==> config.mk <==
export PLATFORM = sky130hd
export DESIGN_NAME = qrd_read_responder
export DESIGN_NICKNAME = d
export VERILOG_FILES = /design/src/rtl/qrd_pkg.sv /design/src/rtl/qrd_sck_edge.sv /design/src/rtl/qrd_shifter.sv /design/src/rtl/qrd_seq.sv /design/src/rtl/qrd_addr.sv /design/src/rtl/qrd_read_responder.sv
export SDC_FILE = /design/constraint.sdc
export NUM_CORES = 1
export LEC_CHECK = 0
export BUFFER_PORTS_ARGS = -buffer_cell sky130_fd_sc_hd__buf_4
export CAP_MARGIN = 0
export CORE_ASPECT_RATIO = 1.5
export CORE_MARGIN = 2
export CORE_UTILIZATION = 39
export CTS_BUF_LIST = sky130_fd_sc_hd__clkbuf_4 sky130_fd_sc_hd__clkbuf_8 sky130_fd_sc_hd__clkbuf_16
export DETAILED_ROUTE_END_ITERATION = 10
export GPL_ROUTABILITY_DRIVEN = 1
export PLACE_DENSITY = 0.67
export SYNTH_ARGS = -nofsm -noshare
export SYNTH_HDL_FRONTEND = slang
export SYNTH_SLANG_ARGS = --single-unit
==> constraint.sdc <==
create_clock -name clk -period 3.22 [get_ports clk]
set_clock_uncertainty 0.15 [all_clocks]
set_input_delay 0.483 -clock clk [delete_from_list [all_inputs] [get_ports clk]]
set_output_delay 0.483 -clock clk [all_outputs]
set_load 0.02 [all_outputs]
==> src/rtl/qrd_pkg.sv <==
package qrd_pkg;

   // Transaction phase of the read responder.
   typedef enum logic [2:0] {
      ST_OPCODE,
      ST_FAST_ADDR,
      ST_FAST_DUMMY,
      ST_QUAD_ADDR,
      ST_MODE,
      ST_QUAD_DUMMY,
      ST_STREAM,
      ST_REJECT
   } qrd_state_e;

   localparam logic [7:0] OP_FAST_SINGLE = 8'h0B;
   localparam logic [7:0] OP_QUAD_IO     = 8'hEB;

   localparam int unsigned OPCODE_BITS = 8;
   localparam int unsigned ADDR_BITS   = 24;
   localparam int unsigned MODE_BITS   = 8;
   localparam int unsigned BYTE_BITS   = 8;
   localparam int unsigned LANES       = 4;

endpackage

==> src/rtl/qrd_sck_edge.sv <==
module qrd_sck_edge (
   input  logic clk,
   input  logic rst_n,
   input  logic cs_n,
   input  logic sck,
   output logic fall
);
   logic sck_q;

   // Held high while deselected so the first low SCK after select counts as a fall.
   always_ff @(posedge clk) begin
      if (!rst_n)    sck_q <= 1'b1;
      else if (cs_n) sck_q <= 1'b1;
      else           sck_q <= sck;
   end

   assign fall = !cs_n && sck_q && !sck;
endmodule

==> src/rtl/qrd_shifter.sv <==
module qrd_shifter
   import qrd_pkg::*;
#(
   parameter int unsigned IN_W        = ADDR_BITS,
   parameter int unsigned SINGLE_LANE = 1
) (
   input  logic                   clk,
   input  logic                   rst_n,
   input  logic                   clear,
   input  logic                   shift,
   input  logic                   quad,
   input  logic [LANES-1:0]       din,
   input  logic                   load,
   input  logic [BYTE_BITS-1:0]   load_byte,
   output logic [IN_W-1:0]        in_next,
   output logic [LANES-1:0]       dout
);
   localparam int unsigned OUT_W = BYTE_BITS + LANES;

   if (IN_W < BYTE_BITS + LANES) begin : g_bad_in_w
      $error("qrd_shifter: IN_W too small");
   end
   if (SINGLE_LANE >= LANES) begin : g_bad_lane
      $error("qrd_shifter: SINGLE_LANE out of range");
   end

   // Top input bit is never read again after a shift, so it is not stored.
   logic [IN_W-2:0]  in_q;
   logic [OUT_W-1:0] out_q;
   logic [OUT_W-1:0] out_shift;

   assign in_next   = quad ? {in_q[IN_W-LANES-1:0], din} : {in_q, din[0]};
   assign out_shift = quad ? {out_q[OUT_W-LANES-1:0], {LANES{1'b0}}}
                           : {out_q[OUT_W-2:0], 1'b0};

   always_ff @(posedge clk) begin
      if (!rst_n || clear) begin
         in_q  <= '0;
         out_q <= '0;
      end else if (shift) begin
         in_q  <= in_next[IN_W-2:0];
         out_q <= load ? {out_shift[OUT_W-1:BYTE_BITS], load_byte} : out_shift;
      end
   end

   for (genvar i = 0; i < LANES; i++) begin : g_lane
      if (i == SINGLE_LANE) begin : g_single
         assign dout[i] = quad ? out_q[BYTE_BITS+i] : out_q[BYTE_BITS];
      end else begin : g_quad_only
         assign dout[i] = quad ? out_q[BYTE_BITS+i] : 1'b0;
      end
   end
endmodule

==> src/rtl/qrd_seq.sv <==
module qrd_seq
   import qrd_pkg::*;
#(
   parameter int unsigned FAST_DUMMY_BITS = 8,
   parameter int unsigned QUAD_DUMMY_BITS = 16,
   parameter logic [3:0]  CONT_NIBBLE     = 4'hA
) (
   input  logic                 clk,
   input  logic                 rst_n,
   input  logic                 cs_n,
   input  logic                 fall,
   input  logic [BYTE_BITS-1:0] in_low,
   output logic                 quad,
   output qrd_state_e           state,
   output logic                 capture,
   output logic                 load
);
   localparam int unsigned MAX_AF = (ADDR_BITS > FAST_DUMMY_BITS) ? ADDR_BITS : FAST_DUMMY_BITS;
   localparam int unsigned MAXT   = (MAX_AF > QUAD_DUMMY_BITS) ? MAX_AF : QUAD_DUMMY_BITS;
   localparam int unsigned PH_W   = $clog2(MAXT + 1);

   if (FAST_DUMMY_BITS < 1) begin : g_bad_fast
      $error("qrd_seq: FAST_DUMMY_BITS must be at least 1");
   end
   if (QUAD_DUMMY_BITS < LANES || (QUAD_DUMMY_BITS % LANES) != 0) begin : g_bad_quad
      $error("qrd_seq: QUAD_DUMMY_BITS must be a nonzero multiple of the lane count");
   end

   qrd_state_e      st_q, st_next;
   logic            quad_q;
   logic [3:0]      mode_hi_q;
   logic [PH_W-1:0] phase_q, phase_next, target, step;
   logic            hit;

   assign step       = quad_q ? PH_W'(LANES) : PH_W'(1);
   assign phase_next = phase_q + step;

   always_comb begin
      case (st_q)
         ST_OPCODE:     target = PH_W'(OPCODE_BITS);
         ST_FAST_ADDR:  target = PH_W'(ADDR_BITS);
         ST_FAST_DUMMY: target = PH_W'(FAST_DUMMY_BITS);
         ST_QUAD_ADDR:  target = PH_W'(ADDR_BITS);
         ST_MODE:       target = PH_W'(MODE_BITS);
         ST_QUAD_DUMMY: target = PH_W'(QUAD_DUMMY_BITS);
         ST_STREAM:     target = PH_W'(BYTE_BITS);
         default:       target = '0;
      endcase
   end

   assign hit = fall && (st_q != ST_REJECT) && (phase_next == target);

   always_comb begin
      case (st_q)
         ST_OPCODE: begin
            if (in_low == OP_FAST_SINGLE)  st_next = ST_FAST_ADDR;
            else if (in_low == OP_QUAD_IO) st_next = ST_QUAD_ADDR;
            else                           st_next = ST_REJECT;
         end
         ST_FAST_ADDR:  st_next = ST_FAST_DUMMY;
         ST_FAST_DUMMY: st_next = ST_STREAM;
         ST_QUAD_ADDR:  st_next = ST_MODE;
         ST_MODE:       st_next = ST_QUAD_DUMMY;
         ST_QUAD_DUMMY: st_next = ST_STREAM;
         ST_STREAM:     st_next = ST_STREAM;
         default:       st_next = ST_REJECT;
      endcase
   end

   always_ff @(posedge clk) begin
      if (!rst_n) begin
         st_q      <= ST_OPCODE;
         quad_q    <= 1'b0;
         mode_hi_q <= 4'h0;
         phase_q   <= '0;
      end else if (cs_n) begin
         phase_q <= '0;
         if (quad_q && mode_hi_q == CONT_NIBBLE) begin
            st_q <= ST_QUAD_ADDR;
         end else begin
            st_q   <= ST_OPCODE;
            quad_q <= 1'b0;
         end
      end else if (fall && st_q != ST_REJECT) begin
         phase_q <= hit ? '0 : phase_next;
         if (hit) begin
            st_q <= st_next;
            if (st_q == ST_OPCODE && in_low == OP_QUAD_IO) begin
               quad_q    <= 1'b1;
               mode_hi_q <= 4'h0;
            end
            if (st_q == ST_MODE) mode_hi_q <= in_low[BYTE_BITS-1:BYTE_BITS-4];
         end
      end
   end

   assign capture = hit && (st_q == ST_FAST_ADDR || st_q == ST_QUAD_ADDR);
   assign load    = hit && (st_q == ST_FAST_DUMMY || st_q == ST_QUAD_DUMMY || st_q == ST_STREAM);
   assign quad    = quad_q;
   assign state   = st_q;

   // every quad-path phase runs with the four-lane width
   a_r3_quad_path: assert property (@(posedge clk) disable iff (!rst_n)
      (st_q == ST_QUAD_ADDR || st_q == ST_MODE || st_q == ST_QUAD_DUMMY) |-> quad_q);

   // the fast-read address and dummy phases stay single-bit
   a_r2_single_path: assert property (@(posedge clk) disable iff (!rst_n)
      (st_q == ST_FAST_ADDR || st_q == ST_FAST_DUMMY) |-> !quad_q);
endmodule

==> src/rtl/qrd_addr.sv <==
module qrd_addr #(
   parameter int unsigned ADDR_W = 24
) (
   input  logic              clk,
   input  logic              rst_n,
   input  logic              capture,
   input  logic [ADDR_W-1:0] cap_value,
   input  logic              step,
   output logic [ADDR_W-1:0] addr
);
   logic [ADDR_W-1:0] addr_q;

   // Natural wrap of the ADDR_W-bit counter gives modulo-array addressing.
   always_ff @(posedge clk) begin
      if (!rst_n)       addr_q <= '0;
      else if (capture) addr_q <= cap_value;
      else if (step)    addr_q <= addr_q + 1'b1;
   end

   assign addr = addr_q;
endmodule

==> src/rtl/qrd_read_responder.sv <==
module qrd_read_responder
   import qrd_pkg::*;
#(
   parameter int unsigned ADDR_W          = 24,
   parameter int unsigned FAST_DUMMY_BITS = 8,
   parameter int unsigned QUAD_DUMMY_BITS = 16,
   parameter int unsigned SINGLE_LANE     = 1,
   parameter logic [3:0]  CONT_NIBBLE     = 4'hA
) (
   input  logic              clk,
   input  logic              rst_n,
   input  logic              cs_n,
   input  logic              sck,
   input  logic [3:0]        din,
   output logic [3:0]        dout,
   output logic [ADDR_W-1:0] rd_addr,
   input  logic [7:0]        rd_data,
   input  logic              wip
);
   if (ADDR_W < 8 || ADDR_W > ADDR_BITS) begin : g_bad_addr_w
      $error("qrd_read_responder: ADDR_W must be 8..24");
   end

   logic                 fall, quad, capture, load;
   qrd_state_e           state;
   logic [ADDR_BITS-1:0] in_next;
   logic [BYTE_BITS-1:0] load_byte;

   assign load_byte = wip ? '0 : rd_data;

   qrd_sck_edge u_edge (
      .clk (clk), .rst_n (rst_n), .cs_n (cs_n), .sck (sck), .fall (fall)
   );

   qrd_shifter #(.IN_W(ADDR_BITS), .SINGLE_LANE(SINGLE_LANE)) u_shift (
      .clk (clk), .rst_n (rst_n), .clear (cs_n), .shift (fall), .quad (quad),
      .din (din), .load (load), .load_byte (load_byte),
      .in_next (in_next), .dout (dout)
   );

   qrd_seq #(
      .FAST_DUMMY_BITS (FAST_DUMMY_BITS),
      .QUAD_DUMMY_BITS (QUAD_DUMMY_BITS),
      .CONT_NIBBLE     (CONT_NIBBLE)
   ) u_seq (
      .clk (clk), .rst_n (rst_n), .cs_n (cs_n), .fall (fall),
      .in_low (in_next[BYTE_BITS-1:0]), .quad (quad), .state (state),
      .capture (capture), .load (load)
   );

   qrd_addr #(.ADDR_W(ADDR_W)) u_addr (
      .clk (clk), .rst_n (rst_n), .capture (capture),
      .cap_value (in_next[ADDR_W-1:0]), .step (load), .addr (rd_addr)
   );

   // deselect empties the output path by the next cycle
   a_r10_deselect_clear: assert property (@(posedge clk) disable iff (!rst_n)
      cs_n |=> dout == 4'h0);

   // a rejected opcode keeps the output lines quiet
   a_r9_reject_quiet: assert property (@(posedge clk) disable iff (!rst_n)
      (state == ST_REJECT) |-> dout == 4'h0);

   // each byte load advances the array address by one, wrapping
   a_r4_addr_advance: assert property (@(posedge clk) disable iff (!rst_n)
      load |=> rd_addr == ADDR_W'($past(rd_addr) + 1'b1));

   // a byte loaded during a write in progress enters the shifter as zero
   a_r8_wip_blank: assert property (@(posedge clk) disable iff (!rst_n)
      (load && wip) |=> u_shift.out_q[7:0] == 8'h00);
endmodule

==> results.ini <==
[finish]
antenna_cells=0
drive_gt1_frac=0.193
area_growth_pct=18.0
nets=574
mostFrequentLayoutCell=dfxtp_1
fillers=1121
final_cell_mix=72 x dfxtp_1, 62 x buf_4, 54 x nor2_1

[floorplan]
dieArea_um2=12000
ios=45
fp.dieH_um=133
start_util=0.398
die-width_um=90.3
rows=47
fp.coreArea_um2=10900

[sta]
tightest_slew_ns=0.867
min_period_over_period=0.897
post-route-worst-setup-slack_ns=0.331
setup_viol=0
slew_violations=0
layout_min_cycle_time_ns=2.89
rsz0062_at_grt=no
holdWs_ns=0.224
max_freq_mhz=346
fin_setup_tns_ns=0
hold_viol=0
max_slew_margin=0.419

[clocking]
numCtsBuffers=9
cts_tree=built
cts_resized=0
clkTransAtPathRegs_ns=0.06
cts_setup_buffers=0
cts.sinks=73
postCtsHoldBufs=0
clk_latency_ns=0.34
h-tree-depth=3
cts_buffer_depth=2
root_buffer=clkbuf_16

[worst_setup_path]
slowest_delay_ns=0.46
crit_fanout=18
worst_setup_path_start_kind=register
r2r_slack_ns=0.33
crit_path_end_kind=register
worstPathCellList=inv_1 -> ha_1 -> o21ba_2 -> a311oi_2 -> o21a_1 -> nand2_4 -> o311a_1
cp_slowest_cell=o21a_1
crit_arrival_ns=2.96
required_ns=3.29
path_class=reg -> reg

[min_path]
hold_class=in -> reg

[global_route]
gr-total-overflow=0
grt_pass1_vias=4337
grt_pass1_wl_um=21800
grt.total_usage=0.225
antenna_found_initial=0
grt_max_degree=43

[place]
port_buffers=44
place_congestion=0.896
dpl.hpwl_um=9680
dp_slack_ns=0.374

[drt]
ant_nets=0
via_per_inst=6.21
wl_per_cell_um=19.4
first_pass_iters=7
drc_errors=0
drt-total-wl_um=13600
dr.first_iter.drc_count=363
vias=4350

[power_and_ir_drop]
peakVddDrop_mv=0.264
powerDensity_nw_per_um2=401
power_mw=2.06
leakagePower_nw=1.73

[logic_synthesis]
ys_ff_latch=73
yosysWarnings=0
syn_inst=513
synth_edf_count=0
avgSynthCellArea_um2=8.49
synthesis.area_um2=4360
syn_nets=539
synth_top_flop_cell=dfxtp_1
yosysUniqueCellTypes=65
seq_area_frac_synth=0.336
synthArstFlopShare=0

[outcome]
status=finished clean

[flow_run]
cap_violations=0

## critical path: cells and delay by family (launching register included)
kind | cells | cell delay, ns
AO/OA/AOI/OAI | 4 | 1.57
buffers and inverters | 1 | 0.12
AND/OR/NAND/NOR | 1 | 0.24
adder cells (fa/ha/maj) | 1 | 0.26
flip-flops | 1 | 0.43
## layout make-up
cell class,instances,area (um2),share of cell area
inverter,10,37.5,0.00730
sequential,73,1460,0.284
tap,147,184,0.0358
multi-input combinational,392,2690,0.523
clock inverter,6,66.3,0.0129
clock buffer,10,239,0.0465
timing repair buffer,62,465,0.0905
## flip-flops by register name, summed over array words and instances, names as in the netlist
signal           count
u_addr.addr         24
u_shift.in_q        23
u_shift.out_q       12
u_seq.phase_q        5
u_seq.mode_hi_q      4
u_seq.state          3
u_edge.sck_q         1
u_seq.quad           1
## Yosys cell counts (4+ instances only)
cell / number / share of area
and4_1: 8 / 0.016
inv_1: 10 / 0.0086
nor2b_1: 8 / 0.011
and2_1: 4 / 0.0057
a31oi_1: 15 / 0.022
buf_2: 10 / 0.011
nor2_1: 54 / 0.047
o221a_2: 9 / 0.023
o31a_1: 6 / 0.012
nand2_1: 44 / 0.038
a311o_1: 5 / 0.011
and3_1: 5 / 0.0072
clkbuf_1: 23 / 0.020
o32ai_1: 6 / 0.012
o21ai_0: 8 / 0.0092
dfxtp_1: 73 / 0.34
ha_1: 9 / 0.026
mux2i_1: 32 / 0.074
nor3_1: 15 / 0.017
nor4_1: 4 / 0.0057
a21oi_1: 19 / 0.022
o311ai_0: 6 / 0.012
o22ai_1: 6 / 0.0086
or4_1: 5 / 0.0086
o31ai_1: 6 / 0.010
a32o_1: 4 / 0.0092
a211oi_1: 28 / 0.048
nand4_1: 13 / 0.019
xnor2_1: 4 / 0.0080
nand3_1: 14 / 0.016
mux2_2: 5 / 0.013
## worst paths after layout
kind                                    startpoint            endpoint  cells after the start
worst max-delay path                u_seq.state[1]      u_seq.state[1]                      7
worst min-delay path                           sck        u_edge.sck_q                      2
worst max register to register      u_seq.state[1]      u_seq.state[1]                      7
worst min register to register  u_seq.mode_hi_q[2]  u_seq.mode_hi_q[2]                      1
## layer usage
metal	vias up	GRT usage	routed length, um
met1	2084	0.247	5340
met4	0	0.128	669
met3	51	0.0520	781
li1	2053	-	-
met2	162	0.397	6820
met5	-	0	0
## logic make-up (layout without fill, tap and decap cells)
family                     Yosys count  in the layout  share of synthesized area
DFF                                 73             73                      0.336
adders and majority gates            9              9                     0.0259
muxes                               37             37                     0.0865
and+or+nand+nor                    192            192                      0.225
xor gates and xnor gates             7              7                     0.0175
AOI/OAI and AO/OA                  147            147                      0.260
buffers and inverters               48             88                     0.0494
## where the power goes
part	total [mW]	internal (mW)	switching, mW
sequential	0.928	0.916	0.0113
clock	1.02	0.622	0.403
combinational	0.110	0.0414	0.0686
total	2.06	1.58	0.483
## metrics by stage
| stage | instance area, um2 | utilization | cells |
|---|---|---|---|
| 6_report | 5140 | 0.470 | 700 |
| 3_5_place_dp | 4840 | 0.442 | 684 |
| 4_1_cts | 5140 | 0.470 | 700 |
| 2_1_floorplan | 4360 | - | 513 |
| 5_1_grt | 5140 | 0.470 | 700 |
| 3_3_place_gp | 4840 | 0.442 | 684 |
(Power assumes the default switching activity.)
